**src/rtl/slt_pkg.sv**
```systemverilog
package slt_pkg;

  // Window events decoded from the START/STOP detect pulses
  typedef struct packed {
    logic open_new;  // START with no window open
    logic close;     // STOP ending an open window (START not present)
  } win_evt_t;

endpackage

```
**src/rtl/slt_window.sv**
```systemverilog
module slt_window
  import slt_pkg::*;
(
  input  logic     clk,
  input  logic     rst_n,
  input  logic     start_det,
  input  logic     stop_det,
  input  logic     addr_match,
  output win_evt_t evt,
  output logic     in_txn,
  output logic     stop_flag_set
);

  logic in_txn_d;
  logic addr_seen_q, addr_seen_d;
  logic sflag_q, sflag_d;
  logic win_en, addr_en;

  // event decode: START wins over STOP in the same cycle
  always_comb begin
    evt.open_new = start_det && !in_txn;
    evt.close    = stop_det && !start_det && in_txn;
  end

  // next-state logic
  always_comb begin
    win_en   = start_det || evt.close;
    in_txn_d = start_det;

    addr_en     = evt.open_new || evt.close || (in_txn && addr_match);
    addr_seen_d = in_txn && addr_match && !evt.close;

    sflag_d = evt.close && (addr_seen_q || addr_match);
  end

  always_ff @(posedge clk or negedge rst_n) begin
    if (!rst_n) begin
      in_txn      <= 1'b0;
      addr_seen_q <= 1'b0;
      sflag_q     <= 1'b0;
    end else begin
      if (win_en)  in_txn      <= in_txn_d;
      if (addr_en) addr_seen_q <= addr_seen_d;
      sflag_q <= sflag_d;
    end
  end

  assign stop_flag_set = sflag_q;

  p_start_opens_r11: assert property (@(posedge clk) disable iff (!rst_n)
    start_det |=> in_txn);

  p_stop_flag_cause_r10: assert property (@(posedge clk) disable iff (!rst_n)
    stop_flag_set |-> ($past(stop_det) && !$past(start_det)));

  p_stop_flag_pulse_r9: assert property (@(posedge clk) disable iff (!rst_n)
    stop_flag_set |=> !stop_flag_set);

endmodule

```
**src/rtl/slt_accum.sv**
```systemverilog
module slt_accum
  import slt_pkg::*;
#(
  parameter int unsigned TIMEOUT_CYCLES = 2_500_000,
  parameter int unsigned CNT_W          = $clog2(TIMEOUT_CYCLES + 1)
) (
  input  logic             clk,
  input  logic             rst_n,
  input  win_evt_t         evt,
  input  logic             in_txn,
  input  logic             scl_in,
  output logic [CNT_W-1:0] acc,
  output logic             at_limit
);

  localparam logic [CNT_W-1:0] LIMIT = CNT_W'(TIMEOUT_CYCLES);

  logic [CNT_W-1:0] acc_q, acc_d;
  logic             acc_clr, acc_inc, acc_en;

  always_comb begin
    acc_clr = evt.open_new || evt.close;
    acc_inc = in_txn && !scl_in && (acc_q != LIMIT);
    acc_en  = acc_clr || acc_inc;
    if (acc_clr) acc_d = '0;
    else         acc_d = acc_q + 1'b1;
  end

  always_ff @(posedge clk or negedge rst_n) begin
    if (!rst_n)      acc_q <= '0;
    else if (acc_en) acc_q <= acc_d;
  end

  assign acc      = acc_q;
  assign at_limit = (acc_q == LIMIT);

  p_no_overflow_r8: assert property (@(posedge clk) disable iff (!rst_n)
    acc_q <= LIMIT);

  p_hold_when_high_r2: assert property (@(posedge clk) disable iff (!rst_n)
    (scl_in && !evt.open_new && !evt.close) |=> $stable(acc_q));

  p_idle_no_count_r2: assert property (@(posedge clk) disable iff (!rst_n)
    (!in_txn && !evt.open_new) |=> $stable(acc_q));

  p_clear_on_stop_r7: assert property (@(posedge clk) disable iff (!rst_n)
    evt.close |=> (acc_q == '0));

endmodule

```
**src/rtl/slt_action.sv**
```systemverilog
module slt_action
  import slt_pkg::*;
(
  input  logic     clk,
  input  logic     rst_n,
  input  logic     tmo_en,
  input  logic     in_txn,
  input  logic     scl_in,
  input  logic     at_limit,
  input  win_evt_t evt,
  output logic     clk_release,
  output logic     fsm_reset
);

  logic fired_q, fired_d, fired_en;
  logic hit;
  logic rel_q, rst_q;

  always_comb begin
    hit      = tmo_en && in_txn && !scl_in && at_limit && !fired_q && !evt.close;
    fired_en = hit || evt.close || evt.open_new;
    fired_d  = hit;
  end

  always_ff @(posedge clk or negedge rst_n) begin
    if (!rst_n) begin
      fired_q <= 1'b0;
      rel_q   <= 1'b0;
      rst_q   <= 1'b0;
    end else begin
      if (fired_en) fired_q <= fired_d;
      rel_q <= hit;
      rst_q <= hit;
    end
  end

  assign clk_release = rel_q;
  assign fsm_reset   = rst_q;

  p_pair_r5: assert property (@(posedge clk) disable iff (!rst_n)
    clk_release == fsm_reset);

  p_single_pulse_r5: assert property (@(posedge clk) disable iff (!rst_n)
    clk_release |=> !clk_release);

  p_no_fire_disabled_r4: assert property (@(posedge clk) disable iff (!rst_n)
    !tmo_en |=> !clk_release);

  p_once_per_window_r6: assert property (@(posedge clk) disable iff (!rst_n)
    (fired_q && !evt.close && !evt.open_new) |=> !clk_release);

  p_fire_needs_limit_r3: assert property (@(posedge clk) disable iff (!rst_n)
    !at_limit |=> !clk_release);

endmodule

```
**src/rtl/scl_low_tmo_mon.sv**
```systemverilog
module scl_low_tmo_mon #(
  parameter int unsigned TIMEOUT_CYCLES = 2_500_000
) (
  input  logic clk,
  input  logic rst_n,
  input  logic scl_in,
  input  logic start_det,
  input  logic stop_det,
  input  logic tmo_en,
  input  logic addr_match,
  output logic clk_release,
  output logic fsm_reset,
  output logic stop_flag_set
);
  import slt_pkg::*;

  localparam int unsigned CNT_W = $clog2(TIMEOUT_CYCLES + 1);

  win_evt_t         evt;
  logic             in_txn;
  logic [CNT_W-1:0] acc;
  logic             at_limit;

  slt_window u_window (
    .clk           (clk),
    .rst_n         (rst_n),
    .start_det     (start_det),
    .stop_det      (stop_det),
    .addr_match    (addr_match),
    .evt           (evt),
    .in_txn        (in_txn),
    .stop_flag_set (stop_flag_set)
  );

  slt_accum #(
    .TIMEOUT_CYCLES (TIMEOUT_CYCLES),
    .CNT_W          (CNT_W)
  ) u_accum (
    .clk      (clk),
    .rst_n    (rst_n),
    .evt      (evt),
    .in_txn   (in_txn),
    .scl_in   (scl_in),
    .acc      (acc),
    .at_limit (at_limit)
  );

  slt_action u_action (
    .clk         (clk),
    .rst_n       (rst_n),
    .tmo_en      (tmo_en),
    .in_txn      (in_txn),
    .scl_in      (scl_in),
    .at_limit    (at_limit),
    .evt         (evt),
    .clk_release (clk_release),
    .fsm_reset   (fsm_reset)
  );

  p_timeout_no_stop_flag_r10: assert property (@(posedge clk) disable iff (!rst_n)
    clk_release |-> !stop_flag_set);

  p_release_in_window_r3: assert property (@(posedge clk) disable iff (!rst_n)
    clk_release |-> (acc != '0));

endmodule

```
**config.mk**
```make
export PLATFORM = sky130hd
export DESIGN_NAME = scl_low_tmo_mon
export DESIGN_NICKNAME = d
export VERILOG_FILES = /design/src/rtl/slt_pkg.sv /design/src/rtl/slt_window.sv /design/src/rtl/slt_accum.sv /design/src/rtl/slt_action.sv /design/src/rtl/scl_low_tmo_mon.sv
export SDC_FILE = /design/constraint.sdc
export NUM_CORES = 1
export LEC_CHECK = 0
export ABC_AREA = 1
export BUFFER_PORTS_ARGS = -buffer_cell sky130_fd_sc_hd__buf_2
export CAP_MARGIN = 5
export CORE_MARGIN = 2
export CORE_UTILIZATION = 40
export CTS_CLUSTER_SIZE = 24
export DETAILED_ROUTE_END_ITERATION = 8
export GPL_TIMING_DRIVEN = 0
export HOLD_SLACK_MARGIN = 0.15
export PLACE_DENSITY = 0.59
export SLEW_MARGIN = 30
export SYNTH_ARGS = -nofsm -noshare
export SYNTH_HDL_FRONTEND = slang
export SYNTH_SLANG_ARGS = --single-unit
```
**constraint.sdc**
```tcl
create_clock -name clk -period 1.6 [get_ports clk]
set_input_delay 0.16 -clock clk [delete_from_list [all_inputs] [get_ports clk]]
set_output_delay 0.16 -clock clk [all_outputs]
set_load 0.05 [all_outputs]
```
; ---- Yosys cells after proc, flatten, opt, wreduce, memory -nomap -nowiden
; Cells that the tools add are included.
; W data, S select, Z words.
[totals]
reg_bits = 27
out_inout_bits = 3
[op_classes]
n_eq_ne = 2
muxes = 1
add_sub_neg = 1
reduce_logical = 25
[op_table]
columns = cell, n
row1 = $add A22 B1 Y22 const B, 1
row2 = $eq A22 B22 Y1 const B, 1
row3 = $mux W22, 1
row4 = $ne A22 B22 Y1 const B, 1
row5 = $logic_and A1 B1 Y1, 13
row6 = $logic_or A1 B1 Y1, 7
row7 = $logic_not A1 Y1, 5

; ---- Logic depth before layout (Yosys ltp)
[depth]
ltp_word = 7
ltp_mapped = 11

; ---- By module
; Synthesis repeated with hierarchy kept, for this count alone.
[hier_totals]
cells_unflattened = 269
area_unflattened_um2 = 1821.7
[by_module_without_submodules]
columns = module, n_inst, seq_area_each_um2, area_each_um2, cells_each
row1 = slt_accum, 1, 550.5, 1579.0, 239
row2 = slt_window, 1, 75.1, 142.6, 17
row3 = slt_action, 1, 50.0, 100.1, 13

; ---- Least setup slack after synthesis
; No wires, ideal clock.
[synth_path]
kind = register to register
start = register u_accum.acc_q[0] (netlist: u_accum.acc[0])
end = register u_accum.acc_q[10] (netlist: u_accum.acc[10])
path_stages_with_launch = 11
path_slack_ns = 0.124
setup_time_ns = 0.117
t_arrival_ns = 1.359
path_buffers = 1
cell_sequence = dfrtp_1 > inv_1 > ha_1 > nand3_1 > nor2_1 > nand3_1 > nand2_2 > nand2_4 > buf_2 > nand2_1 > nand2_1
[synth_via]
elab_chain_cells = 3
[synth_lines]
columns = item, line_no
row1 = start: declaration, slt_accum.sv:18  ; logic [CNT_W-1:0] acc_q, acc_d;
row2 = start signal: assignment, slt_accum.sv:30  ; if (!rst_n) acc_q <= '0;
row3 = start signal: assignment, slt_accum.sv:31  ; else if (acc_en) acc_q <= acc_d;
row4 = "parallel branches: the longest is 3 deep, another holds $add A22 B1 Y22", -
; Several ways; the timed one is not identified.
; A chain may end at the register's enable or synchronous reset.

; ---- Worst setup path in the final report
[layout_path]
start = register u_accum.acc_q[1] (netlist: u_accum.acc[1])
end = register u_accum.acc_q[19] (netlist: u_accum.acc[19])
; Same word-level chain as after synthesis.

==> impl_metrics.toml <==
[final_layout]
register_area_um2 = 681
drive_above_1_share_pct = 18.6
layout.filler_cells = 434
antenna-diode-count = 0
area.growth.synth_to_final_pct = 23.8
multi_input_comb_area_mm2 = 0.00101
post_layout_nets = 306

[power]
static-leakage-power_uw = 0.00107
power.share.clock_pct = 28.5
swShare_pct = 28.5
power_density_of_the_placed_cells_mw_per_mm2 = 650
power.share.combinational_pct = 19.9
seq_power_share_pct = 51.6
total_switching_power_uw = 402
largest_voltage_drop_on_the_vdd_net_mv = 0.348
internal_power_consumption_uw = 1010

[yosys]
synth_mux_area_share_pct = 0
distinct_cells_synth = 26
synth_largest_area_cell = "sky130_fd_sc_hd__dfrtp_1"
synth_top_family_by_area = "simple AND/OR/NAND/NOR gates"
compound_cell_area_share_of_the_yosys_netlist_pct = 3.06
synth_nets = 273
synthSimpleGateAreaFrac_pct = 44.3
post_synth_inst_count = 264
yosysWarnings = 0
synth_area_mm2 = 0.00176
synthDominantCellAreaShare_pct = 38.5
synthArstFlopShare_pct = 100
netlist_top_cells_area = "sky130_fd_sc_hd__dfrtp_1 (38%), sky130_fd_sc_hd__nand2_1 (22%), sky130_fd_sc_hd__nor2_1 (9.6%), sky130_fd_sc_hd__nand3_1 (5.4%), sky130_fd_sc_hd__inv_1 (4.5%)"
yosysMostFrequentCell = "sky130_fd_sc_hd__nand2_1"
adder_cell_area_share_of_the_yosys_netlist_pct = 1.43
post_synth.cell_area_avg_um2 = 6.65
synth_commonest_cells = "sky130_fd_sc_hd__nand2_1 (103), sky130_fd_sc_hd__nor2_1 (45), sky130_fd_sc_hd__dfrtp_1 (27), sky130_fd_sc_hd__inv_1 (21), sky130_fd_sc_hd__nand3_1 (19)"
synth.yosys.seq_area_share_pct = 38.5
top_reg_cell_synth = "sky130_fd_sc_hd__dfrtp_1"
ys_ff_latch = 27
yosys.area_share.xor_xnor_pct = 4.99
synth_enable_flop_cells = 0

[grt]
initial_antenna_violation_count = 0
globalRoute.totalOverflow = 0
grt_first_pass_wirelength_um = 7150
number_of_global_route_vias_before_repair = 1564
grt_max_degree = 28
grt_usage_pct = 18.4

[floorplan]
die_w_um = 70.2
fp.dieArea_mm2 = 0.00493
die_y_um = 70.2
core_area_mm2 = 0.00429
effective_utilization_at_floorplan_pct = 40.9
number_of_rows_created_at_floorplan = 24
top_level_ports = 10

[sta]
clock-skew-final_ps = 4.15
finalHoldWorstSlack_ps = 171
hold_viol = 0
min_period_ps = 1560
timing.fmax_ghz = 0.643
finalMaxSlewViolations = 0
unrepaired_setup_endpoints_after_global_routing = "yes"
max_slew_margin_pct = 57.1
final.setup.worst_slack_ps = 44.6
max_slew.worst_pin.slew_ps = 644
final.period_utilization_pct = 97.2
report.final.setup_viol = 0

[setup_path]
crit_path_max_fanout = 8
crit_arrival_ps = 1780
worst-setup-path-type = "reg2reg"
timing.critical_path.required_ps = 1820
cp-start-kind = "flop"
cp-end-kind = "flop"

[detailed_routing]
first_pass_iters = 4
number_of_drc_markers_after_the_initial_detailed_route_iteration = 89
post_drt_wl_per_cell_um = 12.8
vias = 1710
drc = 0
detail-route-antenna-nets = 0
postRouteWirelength_um = 4460
routed_via_density = 4.91

[clocking]
clk_path_buf_depth = 2
htree_levels = 1
clock_latency_of_the_later_clocked_register_in_the_worst_skew_pair_ps = 280
clk_pin_slew_ps = 100
cts_tree = "built"
cts_made_buffers = 3
clkSinkCount = 27
root_cell_of_the_clock_tree = "sky130_fd_sc_hd__clkbuf_8"

[placed_design]
gpl.final_weighted_congestion = 0.856
post-place-ws_ps = -155
hpwlAfterDp_um = 3010
numPortBuffers = 9

[hold_path]
min-delay-path-class = "in2reg"

[outcome]
run_status = "completed"

[flow_run]
timing.max_cap.violations = 0
-- flip-flops by register name, indices dropped and copies added, names as in the netlist --
name	count
u_action.fired_q	1
u_window.stop_flag_set	1
u_window.in_txn	1
u_action.fsm_reset	1
u_accum.acc	22
u_window.addr_seen_q	1
-- what timing repair did --
item	in CTS	in global routing
pin swaps	1	8
hold buffers	5	0
gates cloned	0	1
setup buffers	4	9
gates resized for setup	6	23
endpoints found under the hold margin	30	0
endpoints found under the setup margin	19	23
-- critical path, stage by stage, from the launching register on --
cell,delay [ps]
sky130_fd_sc_hd__dfrtp_1,420
sky130_fd_sc_hd__inv_2,100
sky130_fd_sc_hd__ha_4,130
sky130_fd_sc_hd__nand3_2,70
sky130_fd_sc_hd__nor2_2,110
sky130_fd_sc_hd__nand3_2,110
sky130_fd_sc_hd__nand2_2,110
sky130_fd_sc_hd__nand2_4,90
sky130_fd_sc_hd__inv_8,110
sky130_fd_sc_hd__clkbuf_16,150
sky130_fd_sc_hd__nand2_1,40
sky130_fd_sc_hd__nand2_1,60
-- worst paths after layout --
kind                                        from                      to  slack [ps]  cells past startpoint
min in group asynchronous                  rst_n         u_accum.acc[12]         430                      2
worst max register to register    u_accum.acc[1]         u_accum.acc[19]          40                     11
worst min register to register  u_action.fired_q        u_action.fired_q         490                      1
worst max-delay path              u_accum.acc[1]         u_accum.acc[19]          40                     11
worst min-delay path                   start_det  u_window.stop_flag_set         170                      4
max in group asynchronous                  rst_n         u_accum.acc[13]         710                      2
-- layout make-up --
class	instances	area share, %
buffer	6	2.59
clock buffer	4	2.07
inverter	24	4.49
multi-input combinational	207	46.5
sequential	27	31.3
tap	52	2.99
timing repair buffer	28	10.0
-- layer usage --
| metal | global-route usage [%] | routed length [µm] | up-vias |
|---|---|---|---|
| met4 | 5.34 | 61 | 0 |
| met5 | 0 | 0 | - |
| met3 | 2.74 | 102 | 7 |
| met2 | 32.7 | 2180 | 27 |
| li1 | - | - | 882 |
| met1 | 23.0 | 2110 | 794 |
-- through the flow --
| stage | cells | util, % | total power, µW | cell area [µm²] | setup TNS (ps) |
|---|---|---|---|---|---|
| 6_report | 348 | 50.6 | 1410 | 2170 | 0 |
| 5_1_grt | 348 | 50.6 | 1490 | 2170 | -369 |
| 4_1_cts | 338 | 46.6 | 1350 | 2000 | 0 |
| 3_5_place_dp | 325 | 43.4 | 913 | 1870 | -1930 |
| 3_3_place_gp | 325 | 43.4 | 910 | 1870 | -1880 |
| 2_1_floorplan | 264 | - | 849 | 1760 | 0 |
-- power groups by stage --
stage | clock (µW) | sequential [µW] | combinational, µW
6_report | 402 | 729 | 281
5_1_grt | 453 | 731 | 306
4_1_cts | 420 | 728 | 203
3_5_place_dp | 0 | 742 | 172
3_3_place_gp | 0 | 741 | 169
2_1_floorplan | 0 | 740 | 109
-- logic make-up (layout without fill, tap and decap cells) --
kind of cell,after synthesis,after routing
flip-flops,27,27
AND/OR/NAND/NOR,186,186
buffers and inverters,30,62
XOR/XNOR,10,10
AO/OA/AOI/OAI,9,9
adder cells (fa/ha/maj),2,2
-- placed cells by master (no fill, tap or decap), types with 2 or more instances in the layout --
cell                            instances
sky130_fd_sc_hd__nand2_1              100
sky130_fd_sc_hd__nor2_4                 2
sky130_fd_sc_hd__nor2_1                41
sky130_fd_sc_hd__ha_4                   2
sky130_fd_sc_hd__buf_2                  9
sky130_fd_sc_hd__inv_2                  4
sky130_fd_sc_hd__nand3_1               17
sky130_fd_sc_hd__buf_6                  2
sky130_fd_sc_hd__nand3b_1               2
sky130_fd_sc_hd__o21ai_0                5
sky130_fd_sc_hd__inv_1                 19
sky130_fd_sc_hd__dfrtp_2                4
sky130_fd_sc_hd__nand2_4                2
sky130_fd_sc_hd__and2_1                 3
sky130_fd_sc_hd__dfrtp_1               23
sky130_fd_sc_hd__clkbuf_8               3
sky130_fd_sc_hd__xor2_1                 9
sky130_fd_sc_hd__nand4_1                9
sky130_fd_sc_hd__buf_4                 14
sky130_fd_sc_hd__clkbuf_1               2
sky130_fd_sc_hd__nor2_2                 3
sky130_fd_sc_hd__nand3_2                2
sky130_fd_sc_hd__nand2_2                3
sky130_fd_sc_hd__dlygate4sd3_1          5
(Power assumes the default switching activity.)
